===== src/rtl/spi_fifo_pkg.sv =====
package spi_fifo_pkg;
  localparam int CFG_W      = 13;
  localparam int LVL_W      = 5;
  localparam int RXLVL_LSB  = 0;
  localparam int TXLVL_LSB  = 5;
  localparam int TXDMA_BIT  = 10;
  localparam int TXEN_BIT   = 11;
  localparam int TXCLR_BIT  = 12;
  localparam int TXLVL_RST  = 16;
  localparam int FLAG_W     = 4;
  localparam int CLR_TXOVR  = 0;
  localparam int CLR_TXUND  = 1;
  localparam int CLR_RXOVR  = 2;
  localparam int CLR_RXUND  = 3;

  // strobes from control to datapath
  typedef struct packed {
    logic txPush;
    logic txPop;
    logic txFlush;
    logic rxPush;
    logic rxPop;
  } fifoStrobe_t;
endpackage


===== src/rtl/spi_byte_fifo.sv =====
module spi_byte_fifo #(
  parameter int DATA_W = 8,
  parameter int DEPTH  = 32,
  localparam int AW    = $clog2(DEPTH),
  localparam int CW    = AW + 1
) (
  input  logic              clk,
  input  logic              rstN,
  input  logic              push,
  input  logic              pop,
  input  logic              flush,
  input  logic [DATA_W-1:0] wrData,
  output logic [DATA_W-1:0] rdData,
  output logic [CW-1:0]     count
);
  logic [DATA_W-1:0] mem [DEPTH];
  logic [AW-1:0] wrPtr, rdPtr;

  function automatic logic [AW-1:0] nextPtr(input logic [AW-1:0] p);
    return (p == AW'(DEPTH - 1)) ? '0 : p + 1'b1;
  endfunction

  always_ff @(posedge clk) begin
    if (push) mem[wrPtr] <= wrData;
  end

  always_ff @(posedge clk or negedge rstN) begin
    if (!rstN) begin
      wrPtr <= '0;
      rdPtr <= '0;
      count <= '0;
    end else if (flush) begin
      wrPtr <= '0;
      rdPtr <= '0;
      count <= '0;
    end else begin
      if (push) wrPtr <= nextPtr(wrPtr);
      if (pop)  rdPtr <= nextPtr(rdPtr);
      if (push && !pop)      count <= count + 1'b1;
      else if (pop && !push) count <= count - 1'b1;
    end
  end

  assign rdData = mem[rdPtr];
endmodule


===== src/rtl/spi_fifo_dp.sv =====
module spi_fifo_dp
  import spi_fifo_pkg::*;
#(
  parameter int DATA_W = 8,
  parameter int DEPTH  = 32,
  localparam int CW    = $clog2(DEPTH) + 1
) (
  input  logic              clk,
  input  logic              rstN,
  input  fifoStrobe_t       strobe,
  input  logic [DATA_W-1:0] busTxData,
  input  logic [DATA_W-1:0] shRxData,
  output logic [DATA_W-1:0] shTxData,
  output logic [DATA_W-1:0] busRxData,
  output logic [CW-1:0]     txCount,
  output logic [CW-1:0]     rxCount
);
  spi_byte_fifo #(.DATA_W(DATA_W), .DEPTH(DEPTH)) uTxFifo (
    .clk(clk), .rstN(rstN),
    .push(strobe.txPush), .pop(strobe.txPop), .flush(strobe.txFlush),
    .wrData(busTxData), .rdData(shTxData), .count(txCount)
  );

  spi_byte_fifo #(.DATA_W(DATA_W), .DEPTH(DEPTH)) uRxFifo (
    .clk(clk), .rstN(rstN),
    .push(strobe.rxPush), .pop(strobe.rxPop), .flush(1'b0),
    .wrData(shRxData), .rdData(busRxData), .count(rxCount)
  );
endmodule


===== src/rtl/spi_fifo_ctrl.sv =====
module spi_fifo_ctrl
  import spi_fifo_pkg::*;
#(
  parameter int DEPTH = 32,
  localparam int CW   = $clog2(DEPTH) + 1
) (
  input  logic              clk,
  input  logic              rstN,
  input  logic              cfgWrEn,
  input  logic [CFG_W-1:0]  cfgWrData,
  output logic [CFG_W-1:0]  cfgRdData,
  input  logic              flagClrEn,
  input  logic [FLAG_W-1:0] flagClrMask,
  input  logic              slaveMode,
  input  logic              busTxPush,
  input  logic              busRxPop,
  input  logic              shTxPop,
  input  logic              shRxPush,
  input  logic [CW-1:0]     txCount,
  input  logic [CW-1:0]     rxCount,
  output fifoStrobe_t       strobe,
  output logic              txThresh,
  output logic              rxThresh,
  output logic              txDmaReq,
  output logic              rxDmaReq,
  output logic              txOvr,
  output logic              txUnd,
  output logic              rxOvr,
  output logic              rxUnd,
  output logic              sclkStall
);
  logic [LVL_W-1:0] rxLevel, txLevel;
  logic txDmaEn, txFifoEn;
  logic txFull, txEmpty, rxFull, rxEmpty, flushNow;
  logic evTxOvr, evTxUnd, evRxOvr, evRxUnd;
  logic [FLAG_W-1:0] clrHit;

  assign txFull   = (txCount == CW'(DEPTH));
  assign txEmpty  = (txCount == '0);
  assign rxFull   = (rxCount == CW'(DEPTH));
  assign rxEmpty  = (rxCount == '0);
  assign flushNow = cfgWrEn && cfgWrData[TXCLR_BIT];
  assign clrHit   = flagClrEn ? flagClrMask : '0;

  // strobes issued to the datapath; never push full or pop empty
  always_comb begin
    strobe.txFlush = flushNow;
    strobe.txPush  = busTxPush && txFifoEn && !txFull && !flushNow;
    strobe.txPop   = shTxPop && !txEmpty && !flushNow;
    strobe.rxPush  = shRxPush && !rxFull;
    strobe.rxPop   = busRxPop && !rxEmpty;
  end

  assign evTxOvr = busTxPush && txFifoEn && txFull;
  assign evTxUnd = shTxPop && txEmpty && slaveMode;
  assign evRxOvr = shRxPush && rxFull && slaveMode;
  assign evRxUnd = busRxPop && rxEmpty;

  always_ff @(posedge clk or negedge rstN) begin
    if (!rstN) begin
      rxLevel  <= '0;
      txLevel  <= LVL_W'(TXLVL_RST);
      txDmaEn  <= 1'b0;
      txFifoEn <= 1'b0;
    end else if (cfgWrEn) begin
      rxLevel  <= cfgWrData[RXLVL_LSB +: LVL_W];
      txLevel  <= cfgWrData[TXLVL_LSB +: LVL_W];
      txDmaEn  <= cfgWrData[TXDMA_BIT];
      txFifoEn <= cfgWrData[TXEN_BIT];
    end
  end

  always_ff @(posedge clk or negedge rstN) begin
    if (!rstN) begin
      txThresh <= 1'b0;
      txDmaReq <= 1'b0;
      rxThresh <= 1'b0;
      rxDmaReq <= 1'b0;
      txOvr    <= 1'b0;
      txUnd    <= 1'b0;
      rxOvr    <= 1'b0;
      rxUnd    <= 1'b0;
    end else begin
      rxThresh <= rxCount >= CW'(rxLevel);
      rxDmaReq <= rxCount >= CW'(rxLevel);
      rxOvr    <= evRxOvr || (rxOvr && !clrHit[CLR_RXOVR]);
      rxUnd    <= evRxUnd || (rxUnd && !clrHit[CLR_RXUND]);
      if (flushNow) begin
        txThresh <= 1'b0;
        txDmaReq <= 1'b0;
        txOvr    <= 1'b0;
        txUnd    <= 1'b0;
      end else begin
        txThresh <= txCount < CW'(txLevel);
        txDmaReq <= txDmaEn && (txCount < CW'(txLevel));
        txOvr    <= evTxOvr || (txOvr && !clrHit[CLR_TXOVR]);
        txUnd    <= evTxUnd || (txUnd && !clrHit[CLR_TXUND]);
      end
    end
  end

  assign sclkStall = !slaveMode && (txEmpty || rxFull);
  assign cfgRdData = {1'b0, txFifoEn, txDmaEn, txLevel, rxLevel};
endmodule


===== src/rtl/spi_fifo_dma_ctrl.sv =====
module spi_fifo_dma_ctrl
  import spi_fifo_pkg::*;
#(
  parameter int DATA_W = 8,
  parameter int DEPTH  = 32,
  localparam int CW    = $clog2(DEPTH) + 1
) (
  input  logic              clk,
  input  logic              rstN,
  input  logic              cfgWrEn,
  input  logic [CFG_W-1:0]  cfgWrData,
  output logic [CFG_W-1:0]  cfgRdData,
  input  logic              flagClrEn,
  input  logic [FLAG_W-1:0] flagClrMask,
  input  logic              slaveMode,
  input  logic              busTxPush,
  input  logic [DATA_W-1:0] busTxData,
  input  logic              busRxPop,
  output logic [DATA_W-1:0] busRxData,
  input  logic              shTxPop,
  output logic [DATA_W-1:0] shTxData,
  input  logic              shRxPush,
  input  logic [DATA_W-1:0] shRxData,
  output logic [CW-1:0]     txCount,
  output logic [CW-1:0]     rxCount,
  output logic              txThresh,
  output logic              rxThresh,
  output logic              txDmaReq,
  output logic              rxDmaReq,
  output logic              txOvr,
  output logic              txUnd,
  output logic              rxOvr,
  output logic              rxUnd,
  output logic              sclkStall
);
  fifoStrobe_t strobe;

  spi_fifo_ctrl #(.DEPTH(DEPTH)) uCtrl (
    .clk(clk), .rstN(rstN),
    .cfgWrEn(cfgWrEn), .cfgWrData(cfgWrData), .cfgRdData(cfgRdData),
    .flagClrEn(flagClrEn), .flagClrMask(flagClrMask), .slaveMode(slaveMode),
    .busTxPush(busTxPush), .busRxPop(busRxPop),
    .shTxPop(shTxPop), .shRxPush(shRxPush),
    .txCount(txCount), .rxCount(rxCount), .strobe(strobe),
    .txThresh(txThresh), .rxThresh(rxThresh),
    .txDmaReq(txDmaReq), .rxDmaReq(rxDmaReq),
    .txOvr(txOvr), .txUnd(txUnd), .rxOvr(rxOvr), .rxUnd(rxUnd),
    .sclkStall(sclkStall)
  );

  spi_fifo_dp #(.DATA_W(DATA_W), .DEPTH(DEPTH)) uDp (
    .clk(clk), .rstN(rstN), .strobe(strobe),
    .busTxData(busTxData), .shRxData(shRxData),
    .shTxData(shTxData), .busRxData(busRxData),
    .txCount(txCount), .rxCount(rxCount)
  );
endmodule


===== config.mk =====
export PLATFORM = sky130hd
export DESIGN_NAME = spi_fifo_dma_ctrl
export DESIGN_NICKNAME = d
export VERILOG_FILES = /design/src/rtl/spi_fifo_pkg.sv /design/src/rtl/spi_byte_fifo.sv /design/src/rtl/spi_fifo_dp.sv /design/src/rtl/spi_fifo_ctrl.sv /design/src/rtl/spi_fifo_dma_ctrl.sv
export SDC_FILE = /design/constraint.sdc
export NUM_CORES = 1
export LEC_CHECK = 0
export BUFFER_PORTS_ARGS = -buffer_cell sky130_fd_sc_hd__buf_4
export CAP_MARGIN = 20
export CORE_MARGIN = 5
export CORE_UTILIZATION = 56
export CTS_CLUSTER_SIZE = 25
export DETAILED_ROUTE_END_ITERATION = 8
export PLACE_DENSITY = 0.81
export SLEW_MARGIN = 20
export SYNTH_ARGS = -nofsm -noshare
export SYNTH_HDL_FRONTEND = slang
export SYNTH_HIERARCHICAL = 1
export SYNTH_SLANG_ARGS = --single-unit

===== constraint.sdc =====
create_clock -name clk -period 2.96 [get_ports clk]
set_clock_uncertainty 0.2 [all_clocks]
set_input_delay 0.296 -clock clk [delete_from_list [all_inputs] [get_ports clk]]
set_output_delay 0.296 -clock clk [all_outputs]
set_load 0.01 [all_outputs]

==> results of run 1 <==
[state kept, by name, summed over array words and instances (netlist names)]
name               count
uCtrl/txDmaReq         1
uDp/uTxFifo/wrPtr      5
uCtrl/rxDmaReq         1
uCtrl/txThresh         1
uCtrl/txFifoEn         1
uDp/uTxFifo/mem      256
uDp/uRxFifo/mem      256
uCtrl/txDmaEn          1
uCtrl/txOvr            1
uCtrl/rxOvr            1
uCtrl/rxUnd            1
uCtrl/txUnd            1
uDp/uRxFifo/wrPtr      5
uDp/uTxFifo/count      6
uDp/uRxFifo/count      6
uCtrl/rxLevel          5
uDp/uRxFifo/rdPtr      5
uCtrl/txLevel          5
uDp/uTxFifo/rdPtr      5
[worst max path at each step]
stage | cells after the start | start | end
final | 8 | uDp/uRxFifo/rdPtr[0] | busRxData[4]
after global routing | 7 | uDp/uRxFifo/rdPtr[0] | busRxData[6]
after CTS | 8 | uDp/uRxFifo/rdPtr[0] | busRxData[5]
after detailed placement | 10 | uDp/uRxFifo/count[0] | uDp/uRxFifo/count[5]
after global placement | 10 | uDp/uRxFifo/count[0] | uDp/uRxFifo/count[5]
after floorplan | 10 | uDp/uRxFifo/count[0] | uDp/uRxFifo/count[5]
[area by class of cell]
cell class,count,area (µm²),share of cell area (%)
diodes,1,2.502,0.009088
clock buffers,77,1521,5.526
clock inverters,24,186.4,0.6771
inverters,25,96.34,0.3499
multi-input cells,686,6057,22.00
flip-flops and latches,563,16670,60.53
well taps,532,665.6,2.418
repair buffers,254,2337,8.489
[where the power goes]
group	switching [mW]	internal [mW]	leakage, nW	total [mW]
Combinational	2.49	2.51	3.45	4.99
Clock	2.88	3.83	0.831	6.71
Sequential	0.203	8.90	5.26	9.11
Total	5.57	15.2	9.54	20.8
[cells in the final DEF (no fill, tap or decap), types with 7 or more instances in the layout]
master         instances
a21o_1                 7
a21oi_1               27
a221oi_2              15
a22o_1                17
a22oi_1               49
and3_1                11
buf_12                10
buf_4                157
buf_6                 18
clkbuf_1              18
clkbuf_16             57
clkinv_1              12
clkinv_2               7
dfrtp_1               44
dlygate4sd3_1         61
edfxtp_1             512
ha_1                  29
inv_1                 22
mux2i_1              144
mux4_2                59
nand2_1               48
nand3_1               54
nand3b_1               7
nor2_1               107
nor2b_1                8
o21ai_0               18
[worst max-delay path: stages (launching register included)]
cell and delay [ns]:
dfrtp_4 0.50, buf_12 0.16, buf_8 0.12, buf_6 0.11, mux4_2 0.40, a22o_1 0.24
a221oi_2 0.28, nand3_1 0.16, buf_6 0.15
[what timing repair did]
action                                  CTS  global route
gates resized for setup                  36            27
setup buffers                            18             2
pin swaps                                25            12
gates cloned                              2             0
endpoints found under the hold margin   579             0
endpoints found under the setup margin   17            19
hold buffers                             61             0
[layer usage]
layer,track usage [%],up-vias
li1,-,5757
met1,30.91,6685
met2,40.04,653
met3,4.408,126
met4,7.195,0
met5,0,-
[cells by family (layout without fill, tap and decap cells)]
logic type	after synthesis	count (layout)
AOI/OAI and AO/OA	155	155
buffers and inverters	102	380
and+or+nand+nor	273	273
DFF	563	563
adders and majority gates	33	33
muxes	215	215
other	2	3
xor gates and xnor gates	8	8
[cell usage after synthesis, drive strengths merged, types with 2 or more instances]
cell type	number	area share (%)
or3b	5	0.20
o21bai	2	0.065
nor3b	4	0.13
mux2i	144	6.2
a221oi	16	0.77
a211oi	6	0.20
nor3	4	0.087
or2	2	0.054
buf	47	1.4
a21o	7	0.23
and2	3	0.081
nand2b	8	0.22
nor2	109	1.8
fa	2	0.17
xor2	2	0.076
inv	25	0.41
conb	2	0.033
nand2	48	0.78
and3	11	0.30
and2b	2	0.065
nand3b	7	0.23
clkbuf	30	0.49
a32oi	2	0.076
a21oi	29	0.63
or3	2	0.054
a22oi	50	1.6
mux2	7	0.34
and3b	2	0.076
xnor2	6	0.23
a22o	17	0.64
nor2b	8	0.22
ha	31	1.7
mux4	64	6.4
edfxtp	512	67
dfrtp	50	5.4
o22ai	2	0.054
o21ai	23	0.50
nand3	56	1.2
==> flow_metrics.tcl, run 1 <==
set metrics [dict create \
    status "finished, violations left" \
    violations "setup timing" \
    vias 13220 \
    coreArea_um2 40830 \
    total_power_mw 20.81 \
    syn_nets 1426 \
    r2r_cells 10 \
    synth_fa_ha_area_share_pct 1.853 \
    synthSimpleGateAreaFrac_pct 5.587 \
    crit_required_ns 2.46 \
    die_area_um2 45390 \
    ys.warnings.count 6 \
    placed_area_um2 24720 \
    cp_max_fo 6 \
    synth-async-reset-ratio_pct 9.059 \
    start_util_pct 56.55 \
    dp_slack_ns -0.1482 \
    hold_viol_final 0 \
    fillers 2594 \
    antenna_found_initial 1 \
    area_delta_synth_final_pct 19.24 \
    drt-wirelength-per-cell_um 24.49 \
    post-route-period-util_pct 109.3 \
    numPortBuffers 90 \
    dp_cells 1977 \
    instances_no_fill 2162 \
    hpwl_um 30370 \
    die_x_um 213.1 \
    synthCells 1351 \
    relSlewSlack_pct 38.58 \
    drtPass1Iterations 5 \
    fmax_mhz 309.1 \
    power.density_nw_per_um2 755.7 \
    globalRouteOverflowTotal 0 \
    fin_util_pct 67.43 \
    cts_buffers 55 \
    worstMarginPinSlew_ns 0.9179 \
    r2r-end "uDp/uRxFifo/count[5]" \
    place.gp.congestion 0.8299 \
    grt_max_degree 52 \
    critPathCaptureType "output pin" \
    synthMuxAreaShare_pct 13.02 \
    cap_violations 0 \
    top_layer "met4" \
    rsz0062_at_grt "yes" \
    synth_edf_count 512 \
    drt_wl_total_um 52940 \
    nNetsFinal 1660 \
    rrSetupSlack_ns -0.20 \
    synth_xor_area_share_pct 0.3034 \
    irDropWorstVdd_mv 0.4688 \
    wl_met2_um 27230 \
    root_buffer "clkbuf_16" \
    slew_violations 0 \
    drive_gt1_share_pct 22.90 \
    yosysUniqueCellTypes 54 \
    grt_pass1_wl_um 80010 \
    clockBufferDepth 3 \
    clock_latency_ns 0.60 \
    avgSynthCellArea_um2 17.09 \
    yosysSeqAreaShare_pct 72.12 \
    io_pins 92 \
    synth_compound_area_share_pct 4.833 \
    worst_setup_path_start_kind "register" \
    critPathKind "reg2out" \
    final_cell_area_um2 27530 \
    arrival_ns 2.74 \
    drc_errors 0 \
    hold_slack_ns 0.07409 \
    avgViaCountPerCell 6.115 \
    track_usage_pct 23.40 \
    wl_met3_um 4289 \
    r2r_start "uDp/uRxFifo/count[0]" \
    synth_top_flop_cell "edfxtp_1" \
    fp-row-count 74 \
    die_h_um 213.1 \
    path_clk_slew_ns 0.06 \
    synth_top_family_by_area "multiplexers" \
    synth.cell_area_um2 23090 \
    setup_violations 17 \
    p_leak_nw 9.543 \
    hp-class "in2async" \
    grt_pass1_vias 13440 \
    cts_tree "built" \
    drt_iter0_drc 1411 \
    htree_num_levels 2 \
    ant_nets 0 \
    setup_tns_ns -2.761 \
    ys_seq_elements 563 \
    wl_met1_um 19860 \
    period_needed_ns 3.235 \
    clkSinkCount 563 \
    worst_slack_ns -0.2749 \
]
(Power assumes the default switching activity.)
==> run 2, diff against run 1 <==
--- a/config.mk
+++ b/config.mk
@@ -7,13 +7,13 @@
 export LEC_CHECK = 0
 export BUFFER_PORTS_ARGS = -buffer_cell sky130_fd_sc_hd__buf_4
 export CAP_MARGIN = 20
+export CORE_ASPECT_RATIO = 1.4
 export CORE_MARGIN = 5
-export CORE_UTILIZATION = 56
+export CORE_UTILIZATION = 55
 export CTS_CLUSTER_SIZE = 25
 export DETAILED_ROUTE_END_ITERATION = 8
-export PLACE_DENSITY = 0.81
+export PLACE_DENSITY = 0.8
 export SLEW_MARGIN = 20
 export SYNTH_ARGS = -nofsm -noshare
 export SYNTH_HDL_FRONTEND = slang
-export SYNTH_HIERARCHICAL = 1
 export SYNTH_SLANG_ARGS = --single-unit
==> run 2 against run 1 <==
The run still ends with setup timing left. Wire length is 6.3% lower. Register-to-register slack better by 0.18 ns. First-iteration DRC count shrank 26%. Largest power group unchanged. Setup slack worse by 0.14 ns. Synthesized cell count down 15%. Core utilization shrank 1.1 points. Critical endpoint is now busRxData[2]. Global-route usage decreased by 1.7 points.
==> flow_metrics.tcl, run 2 <==
set metrics [dict create \
    worstMarginPinSlew_ns 1.003 \
    avgViaCountPerCell 6.106 \
    yosysUniqueCellTypes 55 \
    synthCells 1144 \
    min_delay_path_depth 3 \
    fillers 2475 \
    antenna_found_initial 1 \
    multiInputGateArea_um2 6115 \
    power.density_nw_per_um2 835.9 \
    area_delta_synth_final_pct 19.51 \
    synth_edf_count 512 \
    yosysTopAreaCell "edfxtp_1" \
    ant_nets 0 \
    htree_num_levels 2 \
    irDropWorstVdd_mv 0.5622 \
    slew_violations 0 \
    placed_area_um2 24470 \
    drive_gt1_share_pct 34.54 \
    ys.warnings.count 0 \
    synth.cell_area_um2 22780 \
    numPortBuffers 90 \
    violations "setup timing" \
    die_h_um 250.8 \
    hpwl_um 29950 \
    fp-row-count 88 \
    grt_pass1_wl_um 74860 \
    ys_seq_elements 563 \
    synth_area_leaders "edfxtp_1 67%, mux4_2 16%, dfrtp_1 5.5%, ha_1 1.8%, nor2_1 1.5%" \
    coreArea_um2 41070 \
    r2r-end "uDp.uTxFifo.count[5]" \
    mostFrequentLayoutCells "512 x edfxtp_1, 160 x mux4_2, 104 x buf_4" \
    worst_slack_ns -0.4106 \
    path_clk_slew_ns 0.07 \
    start_util_pct 55.47 \
    drt_wl_total_um 49590 \
    synth-async-reset-ratio_pct 9.059 \
    r2r_start "uDp.uTxFifo.count[4]" \
    rrSetupSlack_ns -0.02 \
    rsz0062_at_grt "yes" \
    hp-class "in2reg" \
    drt_iter0_drc 1040 \
    yosysTopAreaCellShare_pct 67.49 \
    whs_endpoint "uCtrl.rxLevel[2]" \
    io_pins 92 \
    track_usage_pct 21.67 \
    cap_violations 0 \
    drc_errors 0 \
    crit_required_ns 2.46 \
    critPathKind "reg2out" \
    total_power_mw 22.76 \
    arrival_ns 2.87 \
    drtPass1Iterations 6 \
    die_area_um2 45640 \
    r2r_cells 9 \
    clock_latency_ns 0.58 \
    grt_pass1_vias 12460 \
    fin_util_pct 66.29 \
    place.gp.congestion 0.7901 \
    fmax_mhz 296.7 \
    final_cell_area_um2 27220 \
    root_buffer "clkbuf_16" \
    cts_buffers 50 \
    worst_setup_path_start_kind "register" \
    post-route-period-util_pct 113.9 \
    drt-wirelength-per-cell_um 25.80 \
    globalRouteOverflowTotal 0 \
    syn_nets 1220 \
    clkSinkCount 563 \
    top_regs "uDp.uRxFifo.mem: 256 flops, uDp.uTxFifo.mem: 256 flops" \
    hold_viol_final 0 \
    nNetsFinal 1416 \
    avgSynthCellArea_um2 19.91 \
    relSlewSlack_pct 33.15 \
    synth_top_cells_by_count "512 x edfxtp_1, 160 x mux4_2, 89 x nor2_1" \
    yosysMostFrequentCell "edfxtp_1" \
    setup_violations 17 \
    critPathCaptureType "output pin" \
    status "finished, violations left" \
    cp_max_fo 6 \
    layout_commonest_cell "edfxtp_1" \
    grt_max_degree 52 \
    hp-start "cfgWrEn" \
    seq_area_um2 16670 \
    dp_slack_ns -0.08857 \
    die_x_um 182 \
    period_needed_ns 3.371 \
    vias 11740 \
    cts_tree "built" \
    synth_top_flop_cell "edfxtp_1" \
    p_leak_nw 9.077 \
    clockBufferDepth 3 \
    yosysSeqAreaShare_pct 73.10 \
]
## run 2: changes by cell type in the layout (fill, tap and decap cells not counted), moves of 7 or more
cell	before	now
a21oi_1	27	15
a221oi_2	15	0
a22o_1	17	1
a22oi_1	49	0
buf_4	157	104
clkbuf_1	18	6
mux2_4	0	16
mux2i_1	144	1
mux4_2	59	160
nand3_1	54	9
nor2_1	107	58
nor2_2	2	31
o21ai_0	18	25
## run 2: what timing repair did
item,4_1_cts,5_1_grt
gates resized for setup,44,42
gates cloned,6,1
pin swaps,3,3
hold buffers,56,0
setup endpoints to repair,18,168
hold endpoints to repair,584,0
setup buffers,8,1
## run 2: worst max-delay path: stages, from the launching register on
cell and delay (ns):
dfrtp_4 0.45, buf_12 0.17, buf_16 0.15, mux4_2 0.52, mux4_2 0.56, mux2_4 0.30
buf_6 0.12
## run 2: worst max path at each step
stage / slack, ns / endpoint / startpoint / depth (start not counted)
3_5_place_dp: -0.09 / uDp.uTxFifo.count[5] / uDp.uTxFifo.count[3] / 9
4_1_cts: -0.42 / shTxData[7] / uDp.uTxFifo.rdPtr[0] / 7
2_1_floorplan: -0.25 / uDp.uTxFifo.count[5] / uDp.uTxFifo.count[3] / 9
5_1_grt: -0.46 / busRxData[2] / uDp.uRxFifo.rdPtr[0] / 6
3_3_place_gp: -0.08 / uDp.uTxFifo.count[5] / uDp.uTxFifo.count[3] / 9
6_report: -0.41 / busRxData[2] / uDp.uRxFifo.rdPtr[0] / 6
## run 2: layout make-up
cell class              count  area share, %
multi-input cells         504          22.46
flip-flops and latches    563          61.22
repair buffers            201          7.570
clock inverters            37          1.291
well taps                 540          2.482
inverters                  20         0.2850
diodes                      1       0.009192
clock buffers              56          4.679
## run 2: through the flow
step                      hold WS [ns]  instances  setup TNS, ns
after floorplan                -0.1996       1144        -0.3418
after global placement          0.1812       1757       -0.07594
after detailed placement        0.1853       1757       -0.08857
after CTS                     0.004519       1920         -6.419
after global routing           0.07082       1922         -15.68
final                          0.06980       1922         -5.645
## run 2: cells by family (layout without fill, tap and decap cells)
| family | count (synthesis) | after routing | synth area share [%] |
|---|---|---|---|
| XOR/XNOR | 4 | 4 | 0.1538 |
| buffers and inverters | 77 | 314 | 1.500 |
| flip-flops | 563 | 563 | 73.10 |
| multiplexers | 187 | 187 | 17.15 |
| AND/OR/NAND/NOR | 199 | 199 | 3.927 |
| adder cells (fa/ha/maj) | 34 | 34 | 1.933 |
| other | 1 | 2 | 0.01646 |
| AO/OA/AOI/OAI | 79 | 79 | 2.219 |
## run 2: report_power, final
part	leakage (nW)	switching, mW	total, mW	internal (mW)
Clock	0.791	2.87	6.44	3.57
Combinational	3.06	3.18	6.84	3.66
Sequential	5.23	0.380	9.48	9.10
Total	9.08	6.43	22.8	16.3
## run 2: routing by layer
metal | vias up | GRT usage (%) | part of all wire, %
met5 | - | 0 | 0
met4 | 0 | 8.882 | 4.5
met3 | 140 | 2.779 | 4.9
met2 | 491 | 40.55 | 56
met1 | 6060 | 25.13 | 34
li1 | 5045 | - | -
